`config.mk`:
```
export PLATFORM = sky130hd
export DESIGN_NAME = snoopRegionFilter
export DESIGN_NICKNAME = d
export VERILOG_FILES = /design/src/rtl/sf_pkg.sv /design/src/rtl/sfDatapath.sv /design/src/rtl/sfControl.sv /design/src/rtl/snoopRegionFilter.sv
export SDC_FILE = /design/constraint.sdc
export NUM_CORES = 1
export LEC_CHECK = 0
export BUFFER_PORTS_ARGS = -buffer_cell sky130_fd_sc_hd__buf_4
export CAP_MARGIN = 10
export CORE_MARGIN = 3
export CORE_UTILIZATION = 40
export CTS_CLUSTER_SIZE = 25
export DETAILED_ROUTE_END_ITERATION = 8
export GPL_ROUTABILITY_DRIVEN = 0
export HOLD_SLACK_MARGIN = 0.05
export PLACE_DENSITY = 0.55
export SKIP_CTS_REPAIR_TIMING = 1
export SLEW_MARGIN = 20
export SYNTH_ARGS = -nofsm -noshare
export SYNTH_HDL_FRONTEND = slang
export SYNTH_SLANG_ARGS = --single-unit
export TNS_END_PERCENT = 20
```
`constraint.sdc`:
```
create_clock -name clk -period 3.9 [get_ports clk]
set_input_delay 0.195 -clock clk [delete_from_list [all_inputs] [get_ports clk]]
set_output_delay 0.195 -clock clk [all_outputs]
set_load 0.005 [all_outputs]
```
`src/rtl/sf_pkg.sv`:
```
package sf_pkg;
  typedef struct packed {
    logic alloc;     // write the request region into its set
    logic setNs;     // mark the pending region non-shared
    logic clearNs;   // probe clears flag on a hit
    logic latchPend; // remember the broadcast region
    logic bump;      // count a suppressed broadcast
  } sfStrobes_t;
endpackage

```
`src/rtl/sfDatapath.sv`:
```
module sfDatapath
  import sf_pkg::*;
#(
  parameter int RGN_W = 22,
  parameter int SETS  = 16,
  parameter int CNT_W = 16
) (
  input  logic             clk,
  input  logic             rstN,
  input  logic [RGN_W-1:0] reqRegion,
  input  logic [RGN_W-1:0] probeRegion,
  input  sfStrobes_t       st,
  output logic             reqHit,
  output logic             reqNs,
  output logic             probeHit,
  output logic [CNT_W-1:0] suppressCnt
);
  localparam int IDX_W = $clog2(SETS);
  localparam int TAG_W = RGN_W - IDX_W;

  logic [SETS-1:0]  validQ;
  logic [SETS-1:0]  nsQ;
  logic [TAG_W-1:0] tagQ [SETS];

  logic [IDX_W-1:0] reqIdx, probeIdx, pendIdx;
  logic [TAG_W-1:0] reqTag, probeTag, pendTag;
  logic             pendHit;
  logic [CNT_W-1:0] cntQ;
  logic             bumpW;

  assign reqIdx   = reqRegion[IDX_W-1:0];
  assign reqTag   = reqRegion[RGN_W-1:IDX_W];
  assign probeIdx = probeRegion[IDX_W-1:0];
  assign probeTag = probeRegion[RGN_W-1:IDX_W];
  assign bumpW    = st.bump;

  assign reqHit   = validQ[reqIdx] && (tagQ[reqIdx] == reqTag);
  assign reqNs    = nsQ[reqIdx];
  assign probeHit = validQ[probeIdx] && (tagQ[probeIdx] == probeTag);
  assign pendHit  = validQ[pendIdx] && (tagQ[pendIdx] == pendTag);

  always_ff @(posedge clk) begin
    if (!rstN) begin
      pendIdx <= '0;
      pendTag <= '0;
    end else if (st.latchPend) begin
      pendIdx <= reqIdx;
      pendTag <= reqTag;
    end
  end

  for (genvar g = 0; g < SETS; g++) begin : gSet
    always_ff @(posedge clk) begin
      if (!rstN) begin
        validQ[g] <= 1'b0;
        nsQ[g]    <= 1'b0;
        tagQ[g]   <= '0;
      end else begin
        if (st.alloc && reqIdx == IDX_W'(g)) begin
          validQ[g] <= 1'b1;
          tagQ[g]   <= reqTag;
          nsQ[g]    <= 1'b0;
        end
        if (st.setNs && pendHit && pendIdx == IDX_W'(g))
          nsQ[g] <= 1'b1;
        if (st.clearNs && probeHit && probeIdx == IDX_W'(g))
          nsQ[g] <= 1'b0;
      end
    end
  end

  always_ff @(posedge clk) begin
    if (!rstN) cntQ <= '0;
    else if (st.bump && cntQ != {CNT_W{1'b1}}) cntQ <= cntQ + 1'b1;
  end
  assign suppressCnt = cntQ;

  AST_CNT_STEP: assert property (@(posedge clk) disable iff (!rstN)
    (cntQ != $past(cntQ)) |-> $past(bumpW));
  AST_CNT_NO_WRAP: assert property (@(posedge clk) disable iff (!rstN)
    ($past(cntQ) == {CNT_W{1'b1}}) |-> (cntQ == {CNT_W{1'b1}}));
endmodule

```
`src/rtl/sfControl.sv`:
```
module sfControl
  import sf_pkg::*;
#(
  parameter int PEERS = 3
) (
  input  logic             clk,
  input  logic             rstN,
  input  logic             reqValid,
  input  logic             probeValid,
  input  logic             rspValid,
  input  logic [PEERS-1:0] rspHitVec,
  input  logic             reqHit,
  input  logic             reqNs,
  input  logic             probeHit,
  output sfStrobes_t       st,
  output logic             broadcastReq,
  output logic             memDirect,
  output logic             probeRespValid,
  output logic             probeRespHit,
  output logic             globalMiss
);
  logic pendQ;
  logic goDirect, goBcast, allMiss;

  assign goDirect = reqValid && reqHit && reqNs;
  assign goBcast  = reqValid && !goDirect;
  assign allMiss  = rspValid && pendQ && (rspHitVec == '0);

  always_comb begin
    st           = '0;
    st.alloc     = reqValid && !reqHit;
    st.latchPend = goBcast;
    st.setNs     = allMiss;
    st.clearNs   = probeValid;
    st.bump      = goDirect;
  end

  always_ff @(posedge clk) begin
    if (!rstN) begin
      pendQ          <= 1'b0;
      broadcastReq   <= 1'b0;
      memDirect      <= 1'b0;
      probeRespValid <= 1'b0;
      probeRespHit   <= 1'b0;
      globalMiss     <= 1'b0;
    end else begin
      if (goBcast) pendQ <= 1'b1;
      else if (rspValid) pendQ <= 1'b0;
      broadcastReq   <= goBcast;
      memDirect      <= goDirect;
      probeRespValid <= probeValid;
      probeRespHit   <= probeValid && probeHit;
      globalMiss     <= allMiss;
    end
  end

  AST_ONE_OP: assert property (@(posedge clk) disable iff (!rstN)
    $onehot0({reqValid, probeValid, rspValid}));
  AST_RSP_PENDING: assert property (@(posedge clk) disable iff (!rstN)
    rspValid |-> pendQ);
  AST_NO_REQ_PENDING: assert property (@(posedge clk) disable iff (!rstN)
    reqValid |-> !pendQ);
  AST_STROBE_EXCL: assert property (@(posedge clk) disable iff (!rstN)
    !(broadcastReq && memDirect));
  AST_REQ_ANSWERED: assert property (@(posedge clk) disable iff (!rstN)
    reqValid |=> (broadcastReq || memDirect));
  AST_PROBE_ANSWERED: assert property (@(posedge clk) disable iff (!rstN)
    probeValid |=> probeRespValid);
  AST_GMISS_CAUSE: assert property (@(posedge clk) disable iff (!rstN)
    globalMiss |-> $past(rspValid));
  AST_HIT_PEER_NO_GMISS: assert property (@(posedge clk) disable iff (!rstN)
    (rspValid && rspHitVec != '0) |=> !globalMiss);
endmodule

```
`src/rtl/snoopRegionFilter.sv`:
```
module snoopRegionFilter
  import sf_pkg::*;
#(
  parameter int ADDR_W      = 32,
  parameter int REGION_BITS = 10,
  parameter int SETS        = 16,
  parameter int PEERS       = 3,
  parameter int CNT_W       = 16,
  localparam int RGN_W      = ADDR_W - REGION_BITS
) (
  input  logic             clk,
  input  logic             rstN,
  input  logic             reqValid,
  input  logic [RGN_W-1:0] reqRegion,
  input  logic             probeValid,
  input  logic [RGN_W-1:0] probeRegion,
  input  logic             rspValid,
  input  logic [PEERS-1:0] rspHitVec,
  output logic             broadcastReq,
  output logic             memDirect,
  output logic             probeRespValid,
  output logic             probeRespHit,
  output logic             globalMiss,
  output logic [CNT_W-1:0] suppressCnt
);
  sfStrobes_t st;
  logic reqHit, reqNs, probeHit;

  sfControl #(.PEERS(PEERS)) i_ctrl (
    .clk(clk), .rstN(rstN), .reqValid(reqValid), .probeValid(probeValid),
    .rspValid(rspValid), .rspHitVec(rspHitVec), .reqHit(reqHit),
    .reqNs(reqNs), .probeHit(probeHit), .st(st),
    .broadcastReq(broadcastReq), .memDirect(memDirect),
    .probeRespValid(probeRespValid), .probeRespHit(probeRespHit),
    .globalMiss(globalMiss)
  );

  sfDatapath #(.RGN_W(RGN_W), .SETS(SETS), .CNT_W(CNT_W)) i_dp (
    .clk(clk), .rstN(rstN), .reqRegion(reqRegion), .probeRegion(probeRegion),
    .st(st), .reqHit(reqHit), .reqNs(reqNs), .probeHit(probeHit),
    .suppressCnt(suppressCnt)
  );
endmodule

```
Yosys cells after proc, flatten, opt, wreduce, memory -nomap -nowiden

Memory sizes are Yosys's and may differ from the RTL's. A register that Yosys moved wholly into a read port is not among the register bits.
Index checks and enable logic that the tools add are counted.

Shifts and indexed selects: 0
Div/mod/pow operators: 0
Bitwise operators: 17
Order comparisons: 3
$mul: 0
Reductions and logical operators: 99
Eq/ne operators: 49
Add/sub/neg operators: 1
Multiplexer cells: 109

Operator list:

| cell                                                                          | number |
|---|---|
| 18-bit two-way mux                                                            | 16 |
| 4-bit equality test (second input constant)                                   | 24 |
| 1-bit two-way mux                                                             | 87 |
| 1-bit logical AND                                                             | 60 |
| 18-bit equality test                                                          | 3 |
| 4-bit by 3-bit equality test with 1-bit output (second input constant)        | 12 |
| 2-bit nonzero test                                                            | 17 |
| 2-bit OR reduction                                                            | 16 |
| 4-bit by 2-bit equality test with 1-bit output (second input constant)        | 6 |
| 16-bit by 1-bit adder with 16-bit output (second input constant)              | 1 |
| 1-bit binary-select mux with 4-bit select                                     | 4 |
| 16-bit inequality test (second input constant)                                | 1 |
| 1-bit OR                                                                      | 16 |
| 4-bit by 5-bit less-than comparator with 1-bit output (second input constant) | 3 |
| 4-bit by 1-bit equality test with 1-bit output (second input constant)        | 3 |
| 4-bit logical NOT                                                             | 3 |
| 4-bit two-way mux                                                             | 2 |
| 3-bit logical NOT                                                             | 1 |
| 1-bit logical NOT                                                             | 2 |
| 1-bit NOT                                                                     | 1 |

Word-level logic and storage cells: 320
Bits in registers: 76
RAM bits: 288
Memories: 1
Bits of input ports: 52
Bits in read-only memories: 0
Bits in latches: 0
Output and inout port bits: 21

Memory list:

| name      | words | bits a word | read ports | clocked after Yosys merged registers in | write ports | line             | text |
|---|---|---|---|---|---|---|---|
| i_dp.tagQ | 16    | 18          | 3          | 1                                       | 16          | sfDatapath.sv:23 | `logic [TAG_W-1:0] tagQ [SETS];` |

Depth between registers and ports, before layout

Gate-level depths: netlist (run 1).

Depth after elaboration: 10
Gate-level depth with buffers: 16
Depth with buffers taken out: 9

Hierarchy

A second synthesis (run 1) with hierarchy kept.

Cells, all modules: 1791
Area total of the unflattened synthesis: 22912.0 um^2

Modules (own cells, without submodules):

| module     | cells each | times used | sequential area each (um^2) | area each (um^2) |
|---|---|---|---|---|
| sfDatapath | 1767       | 1          | 10129.7                     | 22651.7 |
| sfControl  | 24         | 1          | 120.1                       | 260.2 |

Worst setup path after synthesis (run 1)

Ideal clock, no wire load.

Path type: input to register
Start point: in reqRegion[0]
End point: mem i_dp.tagQ[0][0] (netlist bit) (enable)
Stages on the path: 11
Data arrival time: 3.610 ns
Buffers on the path: 3
Required time: 3.482 ns
Library setup time: 0.418 ns
Setup slack: -0.128 ns
Cells stage by stage: buf_4 > buf_2 > mux4_2 > nor2_1 > a311oi_1 > o22a_1 > a31oi_1 > nand4b_1 > nor3_1 > clkbuf_1 > o21ai_0

RTL lines:

| what            | line                    | text |
|---|---|---|
| start, declared | snoopRegionFilter.sv:14 | `input logic [RGN_W-1:0] reqRegion,` |
| end, declared   | sfDatapath.sv:23        |  |

==> results.md, run 1 <==
* Status: finished clean
* Vias in the first global route at about 18,000
* Worst setup path class: flip-flop to flip-flop
* Seq/Total Area, Yosys at 44.9%
* Placeable core region at about 0.056 mm²
* Initial antenna violation count at 2
* Seq cells post-synth at 368
* Share of cells above drive strength 1 at 28.0%
* Tot Pwr at about 11 mW
* Final wirelength at 92.7 mm
* EDFF count, synth at about 290
* Worst rel slew slack at between 30% and 40%
* Commonest non-fill, non-tap cell in the layout: nor2_1
* Multi-input gate area at ~0.012 mm²
* Final ANT Viol Nets at 0
* Insertion delay to the later sink of the worst-skew pair at 0.60 ns
* Total Nets Final at approximately 2,100
* Cell area after synthesis at roughly 0.023 mm²
* Port buffer count at just over 70
* Gate Count Post-Synth at around 1,900
* Final setup vio count at 0
* # DRC at 0
* Drt initial violations at about 2,600
* Prevailing post-synth register cell: edfxtp_1
* Arrival @ worst endpoint at between 4 and 5 ns
* Root Buffer: clkbuf_16
* Syn_nets at between 1,500 and 2,000
* Hold Path Class: input pin to flip-flop
* Fin crit share at 97.8%
* Drt first pass iters at 5
* Pin count of the biggest net entering global routing at 70
* Unique cell type count in the Yosys netlist at between 80 and 90
* Dpl hpwl at between 60 and 70 mm
* Vias/cell at approximately 6.6
* Crit end category: flip-flop
* Most frequent cells in the layout: 337 x nor2_1, 288 x edfxtp_1, 219 x mux4_2
* WL per Instance at between 30 and 40 µm
* Inserted Clock Buffers at 44
* Die ar. at around 0.060 mm²
* Min Tclk post-route at about 3.8 ns
* Worst-Margin Slew at a little under 1 ns
* Register area at 0.0103 mm²
* Fmax at 0.262 GHz
* Initial core utilization at 40.9%
* Fraction of registers with async set/reset at 0%
* Longest Clk Path Bufs at 3
* CP Data Required Time at approximately 4.2 ns
* Dpl cell area at around 0.025 mm²
* Post-route cell area at 0.0272 mm²
* Yosys warns at 0
* Lkg Pwr at 9.20 nW
* H-tree depth at 2
* RSZ-0062 raised after global routing: false
* Clk sinks at between 300 and 400
* First-pass GRT wire length at 131 mm
* Die H at around 250 µm
* Area growth syn-to-layout at 18.9%
* Ports at 73
* Grt ovf at 0
* Startpoint types: flip-flop
* CTS clk-pin slew, worst paths at 0.06 ns
* Vias at 18,900
* FP Rows at 86
* Worst IR Drop VDD at around 0.00027 V
* GRT Resource Usage Total at between 30% and 40%
* CTS tree: yes
* Clock skew at 0.0314 ns
* Fill cells at roughly 5,000
* Die W at approximately 250 µm
* Avg Cell Area, Syn at around 12 µm²
* Final Slew Violations at 0
* PD cells at a little over 400 mW/mm²
* Crit Path Max Fanout at 21
* Final hold vios at 0
* Max cap viols at 0
-- cells by family (layout without fill, tap and decap cells) --
family                   count (synthesis)  after routing  synth area share, %
buffers and inverters                  200            380                 4.05
flip-flops                             368            368                 44.9
AND/OR/NAND/NOR                        716            716                 14.5
multiplexers                           349            349                 27.3
XOR/XNOR                                55             55                 2.11
other                                    0              2                    0
AO/OA/AOI/OAI                          225            225                 7.12
adder cells (fa/ha/maj)                  1              1               0.0547
-- stage by stage --
step                utilization [%]  cells  TNS [ns]  hold WS [ns]  setup slack, ns
floorplan                         -   1914    -22.90         0.273           -0.128
global placement               45.4   2730    -10.22         0.370           -0.227
detailed placement             45.4   2730    -12.17         0.371           -0.247
CTS                            48.1   2812    -0.586        -0.244           -0.180
global route                   48.6   2842         0        0.0669           0.0271
finish                         48.6   2844         0        0.0526           0.0866
-- power breakdown --
| part | leakage (nW) | internal, mW | switching (mW) | total [mW] |
|---|---|---|---|---|
| logic | 5.08 | 0.897 | 1.22 | 2.11 |
| clock network | 0.713 | 2.45 | 1.74 | 4.19 |
| registers | 3.41 | 4.44 | 0.208 | 4.65 |
| total | 9.20 | 7.79 | 3.16 | 11.0 |
-- worst paths after layout --
| check | startpoint | end | slack, ns | cells after the start |
|---|---|---|---|---|
| setup / recovery | i_dp.tagQ[7][17] | i_dp.tagQ[12][4] | 0.09 | 10 |
| hold / removal | reqRegion[20] | i_dp.pendTag[16] | 0.05 | 3 |
| setup reg to reg | i_dp.tagQ[7][17] | i_dp.tagQ[12][4] | 0.09 | 10 |
| hold reg to reg | i_dp.nsQ[7] | i_dp.nsQ[7] | 0.47 | 2 |
-- critical path, stage by stage, from the launching register on --
cell      delay [ns]
edfxtp_1        0.43
mux4_2          0.50
mux2i_1         0.51
a221oi_1        0.26
nand4_1         0.21
nand2_1         0.14
nand4_2         0.17
nor3_2          0.08
buf_12          0.17
o21ai_2         0.72
buf_12          0.26
-- registers in the layout (all words and copies together), names as in the netlist, named ones only --
name	cells
i_dp.pendIdx	4
i_ctrl.memDirect	1
i_dp.suppressCnt	16
i_dp.validQ	16
i_ctrl.probeRespValid	1
i_dp.tagQ	288
i_dp.nsQ	16
i_ctrl.broadcastReq	1
i_ctrl.globalMiss	1
i_ctrl.pendQ	1
i_dp.pendTag	18
i_ctrl.probeRespHit	1
-- synth_stat cells, types with 27 or more instances --
cell / instances / area [µm²]
dfxtp_1: 80 / 1600
mux2i_1: 120 / 1200
o21ai_0: 50 / 250
clkbuf_1: 89 / 334
nand2_1: 95 / 357
buf_2: 40 / 200
nor2_1: 340 / 1280
xnor2_1: 41 / 359
edfxtp_1: 288 / 8650
inv_1: 27 / 101
nand3_1: 127 / 636
mux4_2: 219 / 4930
-- area by class of cell --
type | count | area share (%)
clock inverters | 23 | 0.774
multi-input cells | 1346 | 43.5
inverters | 31 | 0.428
repair buffers | 267 | 9.45
flip-flops and latches | 368 | 37.8
well taps | 748 | 3.44
clock buffers | 59 | 4.60
diodes | 2 | 0.0184
-- routing by layer --
| metal | GRT usage [%] | wire length (µm) | share of wire, % | vias up |
|---|---|---|---|---|
| met5 | 0 | 0 | 0 | - |
| met4 | 15.4 | 5390 | 5.8 | 0 |
| met3 | 8.79 | 11900 | 13 | 248 |
| met2 | 45.5 | 40600 | 44 | 1390 |
| met1 | 41.0 | 34900 | 38 | 9499 |
| li1 | - | - | - | 7714 |
Power figures use the tool's default switching activity.
==> run 2, diff against run 1 <==
--- a/config.mk
+++ b/config.mk
@@ -18,5 +18,6 @@
 export SLEW_MARGIN = 20
 export SYNTH_ARGS = -nofsm -noshare
 export SYNTH_HDL_FRONTEND = slang
+export SYNTH_HIERARCHICAL = 1
 export SYNTH_SLANG_ARGS = --single-unit
 export TNS_END_PERCENT = 20
==> constraint.sdc (replaced) <==
create_clock -name clk -period 3.9 [get_ports clk]
set_input_delay 0.195 -clock clk [delete_from_list [all_inputs] [get_ports clk]]
set_output_delay 0.195 -clock clk [all_outputs]
set_load 0.1 [all_outputs]
==> run 2 against run 1 <==
  * Core utilization fell by 0.88 points
  * Sequential cell count did not move
  * Count of clock-buffer cells in the layout rose by 7
  * Critical path depth rose by 1
  * Register-to-register slack got worse by 0.07 ns
  * Hold slack got worse by 0.035 ns
  * Worst setup slack got worse by 0.070 ns
  * Final cell count fell by 5.2%
  * Synthesized cell count fell by 6.4%
  * Cell area fell by 0.68%
  * Clock skew fell by 0.0027 ns
  * Via count fell by 6.7%
==> results.md, run 2 <==
* Status: finished clean
* Worst rel slew slack at between 20% and 30%
* Clk sinks at about 370
* Synth cell count leaders: 288 x edfxtp_1, 199 x mux4_2, 154 x and3_1
* Pin count of the biggest net entering global routing at 99
* Synth area leader: edfxtp_1
* WL per Instance at between 30 and 40 µm
* Sw power at around 3.0 mW
* Avg Cell Area, Syn at 12.8 µm²
* Die ar. at between 0.06 and 0.07 mm²
* Fill cells at about 5,000
* H-tree depth at 2
* Root Buffer: clkbuf_16
* Share of cells above drive strength 1 at between 20% and 30%
* Grt ovf at 0
* Family with the most delay on the worst path: simple AND/OR/NAND/NOR gates
* Drt initial violations at ~2,800
* Seq/Total Area, Yosys at roughly 45%
* Synth Area in Adders at less than 1%
* Placeable core region at 0.0565 mm²
* Drt first pass iters at 6
* CTS clk-pin slew, worst paths at around 0.060 ns
* Regs by FF count: i_dp/tagQ: 288 flops, i_dp/pendTag: 18 flops
* Mux cell area share after synthesis at roughly 27%
* Prevailing post-synth register cell: edfxtp_1
* Min Tclk post-route at between 3 and 4 ns
* Crit end category: flip-flop
* Vias/cell at between 6 and 7
* Total Nets Final at between 1,500 and 2,000
* Register area at ~0.010 mm²
* Die H at about 250 µm
* Top cells by area, synth: edfxtp_1 38%, mux4_2 20%, dfxtp_1 7.0%, mux2i_1 5.2%, and3_1 4.2%
* CP Data Required Time at ~4.2 ns
* Port buffer count at between 70 and 80
* Simple-Gate Fraction of Synth Area at between 10% and 20%
* Hold Path Class: input pin to flip-flop
* FP Rows at 87
* Clock skew at between 0.02 and 0.03 ns
* Sequential Power Share at between 40 and 50%
* Multi-input gate area at between 0.01 and 0.015 mm²
* Die W at around 250 µm
* Worst IR Drop VDD at around 0.00029 V
* Cell with the most instances after synthesis: edfxtp_1
* Final wirelength at between 80 and 90 mm
* Crit-path cells: mux4_2, mux4_2, xor2_1, nor4_2, nand3_2, nor3_4, nor2b_1, nor3b_4, nand2_1, nand2_1, buf_12
* Initial antenna violation count at 8
* Seq cells post-synth at roughly 370
* Final hold vios at 0
* Top-area cell type share of the netlist area at a little under two fifths
* Max incr delay on CP at between 0.4 and 0.5 ns
* Vias at between 15,000 and 20,000
* Slowest CP cell: mux4_2
* Worst Path Buf+Inv at 1
* XOR/XNOR Fraction of Synth Area at 2.35%
* Vias in the first global route at 16,900
* CTS tree: yes
* Unique cell type count in the Yosys netlist at slightly below 90
* Fraction of registers with async set/reset at 0%
* Longest Clk Path Bufs at 3
* Dpl hpwl at ~59 mm
* Lkg Pwr at 10.0 nW
* Ports at between 70 and 80
* Final ANT Viol Nets at 0
* Cell Count, Final, Fillers Out at about 2,700
* Final Slew Violations at 0
* PD cells at between 400 and 500 mW/mm²
* Clock group share of total power at roughly two fifths
* GRT Resource Usage Total at between 20% and 30%
* Cell area after synthesis at 0.0229 mm²
* Sw frac at 27.5%
* Max FFs per register at roughly 290
* Post-synthesis compound-gate area fraction at approximately 5.4%
* Arrival @ worst endpoint at 4.14 ns
* Fin crit share at roughly 100%
* # DRC at 0
* Largest family of logic cells by synthesized area: multiplexers
* Startpoint types: flip-flop
* First-pass GRT wire length at 126 mm
* Hold Slack at 0.0175 ns
* Worst-Margin Slew at 1.14 ns
* Final setup vio count at 0
* Most frequent cells in the layout: 288 x edfxtp_1, 199 x mux4_2, 181 x buf_4
* Syn_nets at 1,844
* Fmax at roughly 0.26 GHz
* Initial core utilization at 40.6%
* Inserted Clock Buffers at 44
* Max cap viols at 0
* Crit Path Max Fanout at 18
* Yosys warns at 6
* Biggest register: i_dp/tagQ
* Logic gate share of total power at between 15 and 20%
* Gate Count Post-Synth at 1,791
* Commonest non-fill, non-tap cell in the layout: edfxtp_1
* Area growth syn-to-layout at 17.8%
* Inst Count DP at between 2,000 and 3,000
* P_int at a little under 8 mW
* Insertion delay to the later sink of the worst-skew pair at between 0.5 and 0.6 ns
* Worst setup path class: flip-flop to flip-flop
* EDFF count, synth at between 200 and 300
[run 2: cell families after synthesis]
group,Yosys count
and+or+nand+nor,646
AOI/OAI and AO/OA,172
xor gates and xnor gates,59
adders and majority gates,1
muxes,359
buffers and inverters,186
DFF,368
[run 2: metal layers]
layer	part of all wire, %	vias to the layer above	global-route usage, %	wire length (µm)
met3	12	200	6.78	10400
met1	40	8930	41.7	36000
li1	-	7204	-	-
met5	0	-	0	0
met2	44	1246	43.7	39300
met4	4.2	0	11.7	3770
[run 2: worst paths after layout]
check	from	to	slack, ns	cells past startpoint
worst max-delay path	i_dp/tagQ[14][17]	i_dp/tagQ[0][8]	0.02	11
worst min-delay path	reqRegion[9]	i_dp/pendTag[5]	0.02	3
worst max register to register	i_dp/tagQ[14][17]	i_dp/tagQ[0][8]	0.02	11
worst min register to register	i_dp/nsQ[8]	i_dp/nsQ[8]	0.46	2
[run 2: through the flow]
step,total power [mW],instance area [µm²],setup TNS [ns],utilization (%),setup WS [ns]
after floorplan,5.77,22900,0,-,0.0302
after detailed placement,6.55,25300,-62.49,44.8,-0.263
after CTS,10.8,26800,-2.31,47.4,-0.0816
final,10.8,27000,0,47.8,0.0166
after global placement,6.53,25300,-61.97,44.8,-0.254
after global routing,11.1,27000,-0.791,47.8,-0.0329
[run 2: worst min-delay path: stages]
cell	delay, ns
buf_4	0.20
mux2i_1	0.10
nor2_1	0.07
[run 2: cell type report]
| type | instances | share of cell area [%] |
|---|---|---|
| diodes | 3 | 0.0278 |
| repair buffers | 239 | 8.80 |
| well taps | 756 | 3.51 |
| inverters | 13 | 0.181 |
| flip-flops and latches | 368 | 38.0 |
| multi-input cells | 1237 | 44.0 |
| clock inverters | 14 | 0.663 |
| clock buffers | 66 | 4.84 |
[run 2: power groups by stage]
stage                     logic, mW  clock network (mW)  registers [mW]
after CTS                      1.84                4.33            4.64
after global placement         1.82                   0            4.71
after global routing           1.96                4.47            4.67
final                          1.89                4.28            4.65
after floorplan                1.15                   0            4.62
after detailed placement       1.83                   0            4.72
